<file path="config.mk">
export PLATFORM = sky130hd
export DESIGN_NAME = bru_core
export DESIGN_NICKNAME = d
export VERILOG_FILES = /design/src/rtl/bru_pkg.sv /design/src/rtl/bru_decode.sv /design/src/rtl/bru_cond.sv /design/src/rtl/bru_target.sv /design/src/rtl/bru_core.sv
export SDC_FILE = /design/constraint.sdc
export NUM_CORES = 1
export LEC_CHECK = 0
export BUFFER_PORTS_ARGS = -buffer_cell sky130_fd_sc_hd__clkbuf_2
export CORE_MARGIN = 2
export CORE_UTILIZATION = 57
export CTS_CLUSTER_SIZE = 20
export DETAILED_ROUTE_END_ITERATION = 10
export PLACE_DENSITY = 0.87
export SLEW_MARGIN = 20
export SYNTH_ARGS = -nofsm -noshare
export SYNTH_HDL_FRONTEND = slang
export SYNTH_SLANG_ARGS = --single-unit
</file>
<file path="constraint.sdc">
create_clock -name clk -period 1.1 [get_ports clk]
set_input_delay 0 -clock clk [delete_from_list [all_inputs] [get_ports clk]]
set_output_delay 0 -clock clk [all_outputs]
set_load 0.02 [all_outputs]
</file>
<file path="src/rtl/bru_pkg.sv">
package bru_pkg;

    typedef enum logic [3:0] {
        CC_CARRY_CLR = 4'd0,
        CC_CARRY_SET = 4'd1,
        CC_SIGN_CLR  = 4'd2,
        CC_SIGN_SET  = 4'd3,
        CC_ZERO_CLR  = 4'd4,
        CC_ZERO_SET  = 4'd5,
        CC_NEG_CLR   = 4'd6,
        CC_NEG_SET   = 4'd7,
        CC_NOT_ABOVE = 4'd8,
        CC_ABOVE     = 4'd9,
        CC_LESS_EQ   = 4'd10,
        CC_GREATER   = 4'd11,
        CC_RSVD_A    = 4'd12,
        CC_RSVD_B    = 4'd13,
        CC_ALWAYS    = 4'd14,
        CC_ESCAPE    = 4'd15
    } cond_e;

    typedef struct packed {
        logic n;
        logic z;
        logic s;
        logic c;
    } flags_t;

endpackage

</file>
<file path="src/rtl/bru_decode.sv">
module bru_decode
    import bru_pkg::*;
#(
    parameter int unsigned INSTR_W = 16,
    parameter int unsigned OFF_W   = 6
) (
    input  logic [INSTR_W-1:0] instr,
    output logic               in_group,
    output cond_e              cond,
    output logic               backward,
    output logic [OFF_W-1:0]   magnitude
);
    localparam int unsigned COND_LSB = INSTR_W - 4;
    localparam int unsigned SEL_LSB  = COND_LSB - 3;
    localparam int unsigned DIR_LSB  = SEL_LSB - 3;

    logic [2:0] sel_field;
    logic [2:0] dir_field;
    logic       code_ok;

    always_comb begin
        cond      = cond_e'(instr[INSTR_W-1:COND_LSB]);
        sel_field = instr[SEL_LSB +: 3];
        dir_field = instr[DIR_LSB +: 3];
        magnitude = instr[OFF_W-1:0];
        backward  = dir_field[0];
        unique case (cond)
            CC_RSVD_A, CC_RSVD_B, CC_ESCAPE: code_ok = 1'b0;
            default:                          code_ok = 1'b1;
        endcase
        in_group = code_ok && (sel_field == 3'd7) && (dir_field[2:1] == 2'b00);
    end

endmodule

</file>
<file path="src/rtl/bru_cond.sv">
module bru_cond
    import bru_pkg::*;
(
    input  cond_e  cond,
    input  flags_t flags,
    output logic   take
);
    logic above;

    always_comb begin
        above = !flags.z && flags.c;
        unique case (cond)
            CC_CARRY_CLR: take = !flags.c;
            CC_CARRY_SET: take =  flags.c;
            CC_SIGN_CLR:  take = !flags.s;
            CC_SIGN_SET:  take =  flags.s;
            CC_ZERO_CLR:  take = !flags.z;
            CC_ZERO_SET:  take =  flags.z;
            CC_NEG_CLR:   take = !flags.n;
            CC_NEG_SET:   take =  flags.n;
            CC_NOT_ABOVE: take = !above;
            CC_ABOVE:     take =  above;
            CC_LESS_EQ:   take =  flags.z || flags.s;
            CC_GREATER:   take = !(flags.z || flags.s);
            CC_ALWAYS:    take = 1'b1;
            default:      take = 1'b0;
        endcase
    end

endmodule

</file>
<file path="src/rtl/bru_target.sv">
module bru_target #(
    parameter int unsigned PC_W   = 16,
    parameter int unsigned PAGE_W = 6,
    parameter int unsigned OFF_W  = 6
) (
    input  logic [PC_W-1:0]   pc,
    input  logic [PAGE_W-1:0] page,
    input  logic              backward,
    input  logic [OFF_W-1:0]  magnitude,
    output logic [PC_W-1:0]   pc_next,
    output logic [PAGE_W-1:0] page_next
);
    localparam int unsigned ADDR_W = PC_W + PAGE_W;

    logic [ADDR_W-1:0] linear;
    logic [ADDR_W-1:0] delta;
    logic [ADDR_W-1:0] sum;

    always_comb begin
        linear = {page, pc};
        delta  = {{(ADDR_W-OFF_W){1'b0}}, magnitude};
        if (backward) begin
            delta = ~delta + {{(ADDR_W-1){1'b0}}, 1'b1};
        end
        sum       = linear + delta;
        pc_next   = sum[PC_W-1:0];
        page_next = sum[ADDR_W-1:PC_W];
    end

endmodule

</file>
<file path="src/rtl/bru_core.sv">
module bru_core
    import bru_pkg::*;
#(
    parameter int unsigned INSTR_W        = 16,
    parameter int unsigned PC_W           = 16,
    parameter int unsigned PAGE_W         = 6,
    parameter int unsigned OFF_W          = 6,
    parameter int unsigned COST_W         = 4,
    parameter int unsigned TAKEN_COST     = 4,
    parameter int unsigned NOT_TAKEN_COST = 2
) (
    input  logic               clk,
    input  logic               rst_n,
    input  logic               valid_i,
    input  logic [INSTR_W-1:0] instr_i,
    input  logic               flag_n_i,
    input  logic               flag_z_i,
    input  logic               flag_s_i,
    input  logic               flag_c_i,
    input  logic [PC_W-1:0]    pc_i,
    input  logic [PAGE_W-1:0]  page_i,
    output logic               valid_o,
    output logic               taken_o,
    output logic               not_group_o,
    output logic [PC_W-1:0]    pc_o,
    output logic [PAGE_W-1:0]  page_o,
    output logic [COST_W-1:0]  cost_o
);
    localparam logic [COST_W-1:0] COST_T  = COST_W'(TAKEN_COST);
    localparam logic [COST_W-1:0] COST_NT = COST_W'(NOT_TAKEN_COST);

    typedef struct packed {
        logic              valid;
        logic              taken;
        logic              not_group;
        logic [PC_W-1:0]   pc;
        logic [PAGE_W-1:0] page;
        logic [COST_W-1:0] cost;
    } res_t;

    res_t st_d, st_q;

    logic              in_group;
    cond_e             cond;
    logic              backward;
    logic [OFF_W-1:0]  magnitude;
    logic              take;
    flags_t            flags;
    logic [PC_W-1:0]   pc_tgt;
    logic [PAGE_W-1:0] page_tgt;

    assign flags = '{n: flag_n_i, z: flag_z_i, s: flag_s_i, c: flag_c_i};

    bru_decode #(.INSTR_W(INSTR_W), .OFF_W(OFF_W)) u_decode (
        .instr     (instr_i),
        .in_group  (in_group),
        .cond      (cond),
        .backward  (backward),
        .magnitude (magnitude)
    );

    bru_cond u_cond (
        .cond  (cond),
        .flags (flags),
        .take  (take)
    );

    bru_target #(.PC_W(PC_W), .PAGE_W(PAGE_W), .OFF_W(OFF_W)) u_target (
        .pc        (pc_i),
        .page      (page_i),
        .backward  (backward),
        .magnitude (magnitude),
        .pc_next   (pc_tgt),
        .page_next (page_tgt)
    );

    always_comb begin
        st_d       = st_q;
        st_d.valid = valid_i;
        if (valid_i) begin
            st_d.not_group = !in_group;
            st_d.taken     = in_group && take;
            if (in_group && take) begin
                st_d.pc   = pc_tgt;
                st_d.page = page_tgt;
                st_d.cost = COST_T;
            end else begin
                st_d.pc   = pc_i;
                st_d.page = page_i;
                st_d.cost = in_group ? COST_NT : '0;
            end
        end
    end

    always_ff @(posedge clk or negedge rst_n) begin
        if (!rst_n) begin
            st_q <= '0;
        end else begin
            st_q <= st_d;
        end
    end

    assign valid_o     = st_q.valid;
    assign taken_o     = st_q.taken;
    assign not_group_o = st_q.not_group;
    assign pc_o        = st_q.pc;
    assign page_o      = st_q.page;
    assign cost_o      = st_q.cost;


    wrong_select_chk: assert property (@(posedge clk) disable iff (!rst_n)
        (valid_i && instr_i[INSTR_W-5 -: 3] != 3'd7) |=> (not_group_o && !taken_o && cost_o == '0));


    always_taken_chk: assert property (@(posedge clk) disable iff (!rst_n)
        (valid_i && instr_i[INSTR_W-1 -: 4] == 4'd14 && instr_i[INSTR_W-5 -: 3] == 3'd7
         && instr_i[INSTR_W-8 -: 2] == 2'b00) |=> taken_o);


    taken_cost_chk: assert property (@(posedge clk) disable iff (!rst_n)
        (valid_o && taken_o) |-> (cost_o == COST_T));


    pass_through_chk: assert property (@(posedge clk) disable iff (!rst_n)
        valid_i |=> (taken_o || (pc_o == $past(pc_i) && page_o == $past(page_i))));


    valid_follow_chk: assert property (@(posedge clk) disable iff (!rst_n)
        valid_i |=> valid_o);


    idle_hold_chk: assert property (@(posedge clk) disable iff (!rst_n)
        !valid_i |=> (!valid_o && $stable(pc_o) && $stable(page_o) && $stable(taken_o)
                      && $stable(cost_o) && $stable(not_group_o)));

endmodule

</file>
==> results by group, run 1 <==
Die
  • Num rows: 24
  • IO Pins: 74
  • Initial Util: 58.36%
  • Chip width: 70.08 µm
  • Die Ht: 70.08 µm

Synth
  • Number of synthesized register bits: 26
  • Syn. warnings: 0
  • Dominant cells by area after synthesis: dfrtp_1 26%, ha_1 12%, a21oi_1 7.0%
  • EDFF count, synth: 0
  • Synth unique cells: 48
  • Seq/Total Area, Yosys: 26.14%
  • Synth Flop Type: dfrtp_1
  • Synthesized cell area: 2489 µm²
  • Top cell type's share of synthesized area: 26.14%
  • Mean post-synth cell area: 7.729 µm²
  • Fraction of registers with async set/reset: 100.0%
  • Post-synth top area cell: dfrtp_1
  • Synth Instances: 322

Place
  • Placement-stage cell area: 3679 µm²
  • Worst slack, placed: -1584 ps
  • PortBufs: 71
  • Global placement routability congestion: 1.016
  • DP Wirelength: 6742 µm

Clock network
  • Post-CTS Setup Inserts: 13
  • CTS H-tree depth: 1
  • Sink Count: 26
  • Clk buf depth: 2
  • Cts repair resizes: 89
  • Root Driver: clkbuf_8
  • TritonCTS Buffers: 3
  • Hold buffers post-CTS: 2

Outcome
  • Outcome: did not finish
  • Tool error: [ERROR DPL-0038] Utilization greater than 100%, impossible to legalize
  • Fail Step: 4_1_cts
==> cell usage after synthesis, types with 2 or more instances <==
master and number:
a21o_1 9, a21oi_1 35, a31oi_1 16, a41oi_1 2
and3_1 7, and4_1 2, buf_2 2, buf_4 5
clkbuf_1 10, dfrtp_1 26, ha_1 23, inv_1 9
nand2_1 40, nand2b_1 3, nand3_1 15, nand4_1 4
nand4b_1 2, nor2_1 29, nor2b_1 4, nor3_1 3
o21a_1 4, o21ai_0 23, o21bai_1 2, o41a_1 4
or3_1 4, xnor2_1 12, xor2_1 6
==> logic make-up after synthesis <==
logic type	count (synthesis)	synth area share (%)
and+or+nand+nor	118	22.47
AOI/OAI and AO/OA	108	27.35
DFF	26	26.14
buffers and inverters	26	4.777
adders and majority gates	24	12.37
xor gates and xnor gates	18	6.335
other	1	0.1507
muxes	1	0.4022
==> stage by stage <==
step / utilization, % / instances
after floorplan: - / 323
after global placement: 86.27 / 523
after detailed placement: 86.27 / 523
==> inputs of run 2 (changes only) <==
- CORE_UTILIZATION: 57 -> 40
- CTS_CLUSTER_SIZE: 20 -> not set
- PLACE_DENSITY: 0.87 -> not set
- PLACE_DENSITY_LB_ADDON: not set -> 0.15
==> results by group, run 2 <==
Outcome
  • Outcome: finished with violations
  • Violated checks: negative setup slack

Power
  • Clk pwr share: 15.4%
  • Pleak: 2.157 nW
  • Cell Pwr Density: 895.5 nW/µm²
  • Combinational share of power: 58.2%
  • Switching share of power: 38.24%
  • P_int: 2.544 mW
  • Sequential share of power: 26.4%
  • Psw: 1.575 mW
  • IR drop worst, VDD: 0.7368 mV

Die
  • Initial Util: 41.79%
  • Die Ht: 82.88 µm
  • Chip width: 82.88 µm
  • Num rows: 28
  • IO Pins: 74
  • Die area: 6868 µm²
  • Core Area: 5956 µm²

Synth
  • Fraction of registers with async set/reset: 100.0%
  • Synth cell count leaders: 40 x nand2_1, 35 x a21oi_1, 29 x nor2_1
  • Synth Flop Type: dfrtp_1
  • Seq/Total Area, Yosys: 26.14%
  • Post-synth top area cell: dfrtp_1
  • Mean post-synth cell area: 7.729 µm²
  • EDFF count, synth: 0
  • Synthesized cell area: 2489 µm²
  • Top cell type's share of synthesized area: 26.14%
  • Dominant cells by area after synthesis: dfrtp_1 26%, ha_1 12%, a21oi_1 7.0%
  • Synth Instances: 322
  • Synth unique cells: 48
  • Number of synthesized register bits: 26
  • Most common cell in the netlist: nand2_1
  • Syn. warnings: 0

Critical path
  • Crit Path Category: in -> reg
  • Worst EP arrival: 2520 ps
  • Crit path max-delay family: simple AND/OR/NAND/NOR gates
  • Crit-path cells: buf_6 > or3_4 > o41a_1 > ha_4 > and3_4 > o21a_1 > a31oi_2 > nor3b_2 > o22ai_2 > or3_1 > a31oi_1
  • Crit-path slowest cell: or3_4
  • Crit path max fanout: 4
  • Worst Path Buf+Inv: 1
  • Required @ worst endpoint: 1310 ps
  • Highest cell delay on the worst timing path: 410 ps
  • Startpoint types: input port
  • Critical path endpoint category: flip-flop

Clock network
  • Root Driver: clkbuf_8
  • TritonCTS Buffers: 3
  • CTS H-tree depth: 1
  • Worst-Skew Late Latency: 270 ps
  • CTS tree: done
  • Clk buf depth: 2
  • Clock-pin transition on the worst setup and hold timing paths: 90 ps
  • Sink Count: 26

Finish
  • Area growth, synth to finish: 84.82%
  • Nets: 567
  • Fin cells: 572
  • Fillers: 407
  • Commonest cells after routing, fill and taps aside: 88 x buf_4, 66 x clkbuf_2, 32 x nand2_1, 26 x dfrtp_1
  • Antenna Cells: 0
  • Layout cells sized above 1: 56.14%
  • Max reg flops: 16
  • Most common library cell in the layout ignoring fill and taps: buf_4

Global routing
  • Remaining global-route overflow: 0
  • First-pass GRT wire length: 14,700 µm
  • Number of global-route vias before repair: 3,064
  • Antenna violations before repair: 0
  • Largest net degree at the start of global routing: 43
  • Gr usage total: 25.66%

Detailed routing
  • Met1 WL: 4391 µm
  • DRC: 0
  • Vias/cell: 5.614
  • Post-route ant nets: 0
  • Top Metal Used: met4
  • Routed len/inst: 17.52 µm
  • Met2 Routed Length: 4781 µm
  • Routed WL: 10,020 µm
  • Drt initial violations: 217
  • Met3 WL: 491 µm
  • TritonRoute pass-1 iters: 4
  • Via count: 3,211

Timing
  • Tcrit/Tclk final: 210.4%
  • Worst setup margin: -1215 ps
  • Clock Skews: 0 ps
  • Final hold vios: 0
  • # setup viols final: 23
  • Setup TNS: -19,540 ps
  • Unrepaired setup endpoints after global routing: yes
  • Minimum clock period: 2315 ps
  • FMAX: 0.4321 GHz
  • Slew Viols, Final: 0
  • Min Hold Slack: 65.80 ps

Place
  • PortBufs: 71
  • Cells after DPL: 546
  • DP Wirelength: 6555 µm
  • Global placement routability congestion: 0.9088

Run
  • Max_cap viols: 0

Worst hold path
  • Hold WC Path Type: in -> reg
==> run 2: cell counts after synthesis <==
Identical to the previous run, type by type.
==> run 2: what timing repair did <==
action,in CTS,in global routing
endpoints found under the hold margin,28,0
pin swaps,46,42
cloned,1,0
gates resized for setup,88,52
endpoints found under the setup margin,23,23
hold buffers,3,0
buffers inserted,14,5
==> run 2: path summary, 6_finish.rpt <==
path | start | to | slack [ps] | cells after the start
max | instr_i[2] | pc_o[14] | -1210 | 11
min | valid_i | valid_o | 70 | 2
max reg2reg | page_o[5] | page_o[5] | 370 | 2
min reg2reg | not_group_o | not_group_o | 500 | 1
max in group asynchronous | rst_n | pc_o[10] | 600 | 3
min in group asynchronous | rst_n | pc_o[8] | 240 | 3
==> run 2: per-stage QoR <==
stage,instance area (µm²),power (mW),setup WS (ps),util (%)
after global placement,3707,2.800,-1554,62.25
after detailed placement,3707,2.826,-1606,62.25
after global routing,4599,4.319,-1331,77.23
after CTS,4325,3.822,-1157,72.63
final,4599,4.119,-1215,77.23
after floorplan,2650,2.052,-1261,-
==> run 2: cells by family (layout without fill, tap and decap cells) <==
kind of cell,count (synthesis),after routing,share of synthesized area [%]
adder cells (fa/ha/maj),24,24,12.37
XOR/XNOR,18,18,6.335
multiplexers,1,1,0.4022
AND/OR/NAND/NOR,118,118,22.47
flip-flops,26,26,26.14
buffers and inverters,26,199,4.777
AO/OA/AOI/OAI,108,109,27.35
other,1,2,0.1507
==> run 2: cell type report <==
class / count / area, µm² / area share (%)
clock buffer: 4 / 55.05 / 1.197
inverter: 9 / 48.80 / 1.061
multi-input combinational: 272 / 2369 / 51.50
sequential: 26 / 650.6 / 14.15
tap: 75 / 93.84 / 2.040
timing repair buffer: 186 / 1383 / 30.06
==> run 2: per-layer routing <==
metal,vias up,global-route usage (%)
met5,-,0
met4,0,6.855
met3,29,1.193
met2,122,43.40
met1,1524,35.81
li1,1536,-
==> run 2: power groups by stage <==
stage          registers, mW  clock network (mW)  logic [mW]
3_3_place_gp            1.10                   0        1.70
3_5_place_dp            1.10                   0        1.72
2_1_floorplan           1.20                   0       0.849
4_1_cts                 1.09               0.642        2.09
5_1_grt                 1.10               0.676        2.54
6_report                1.09               0.636        2.40
==> run 2: worst reg2reg max path, delay by kind of cell, from the launching register on <==
kind / cells / cell delay (ps)
flops: 1 / 390
compound gates: 1 / 150
simple gates: 1 / 80
(Power assumes the default switching activity.)
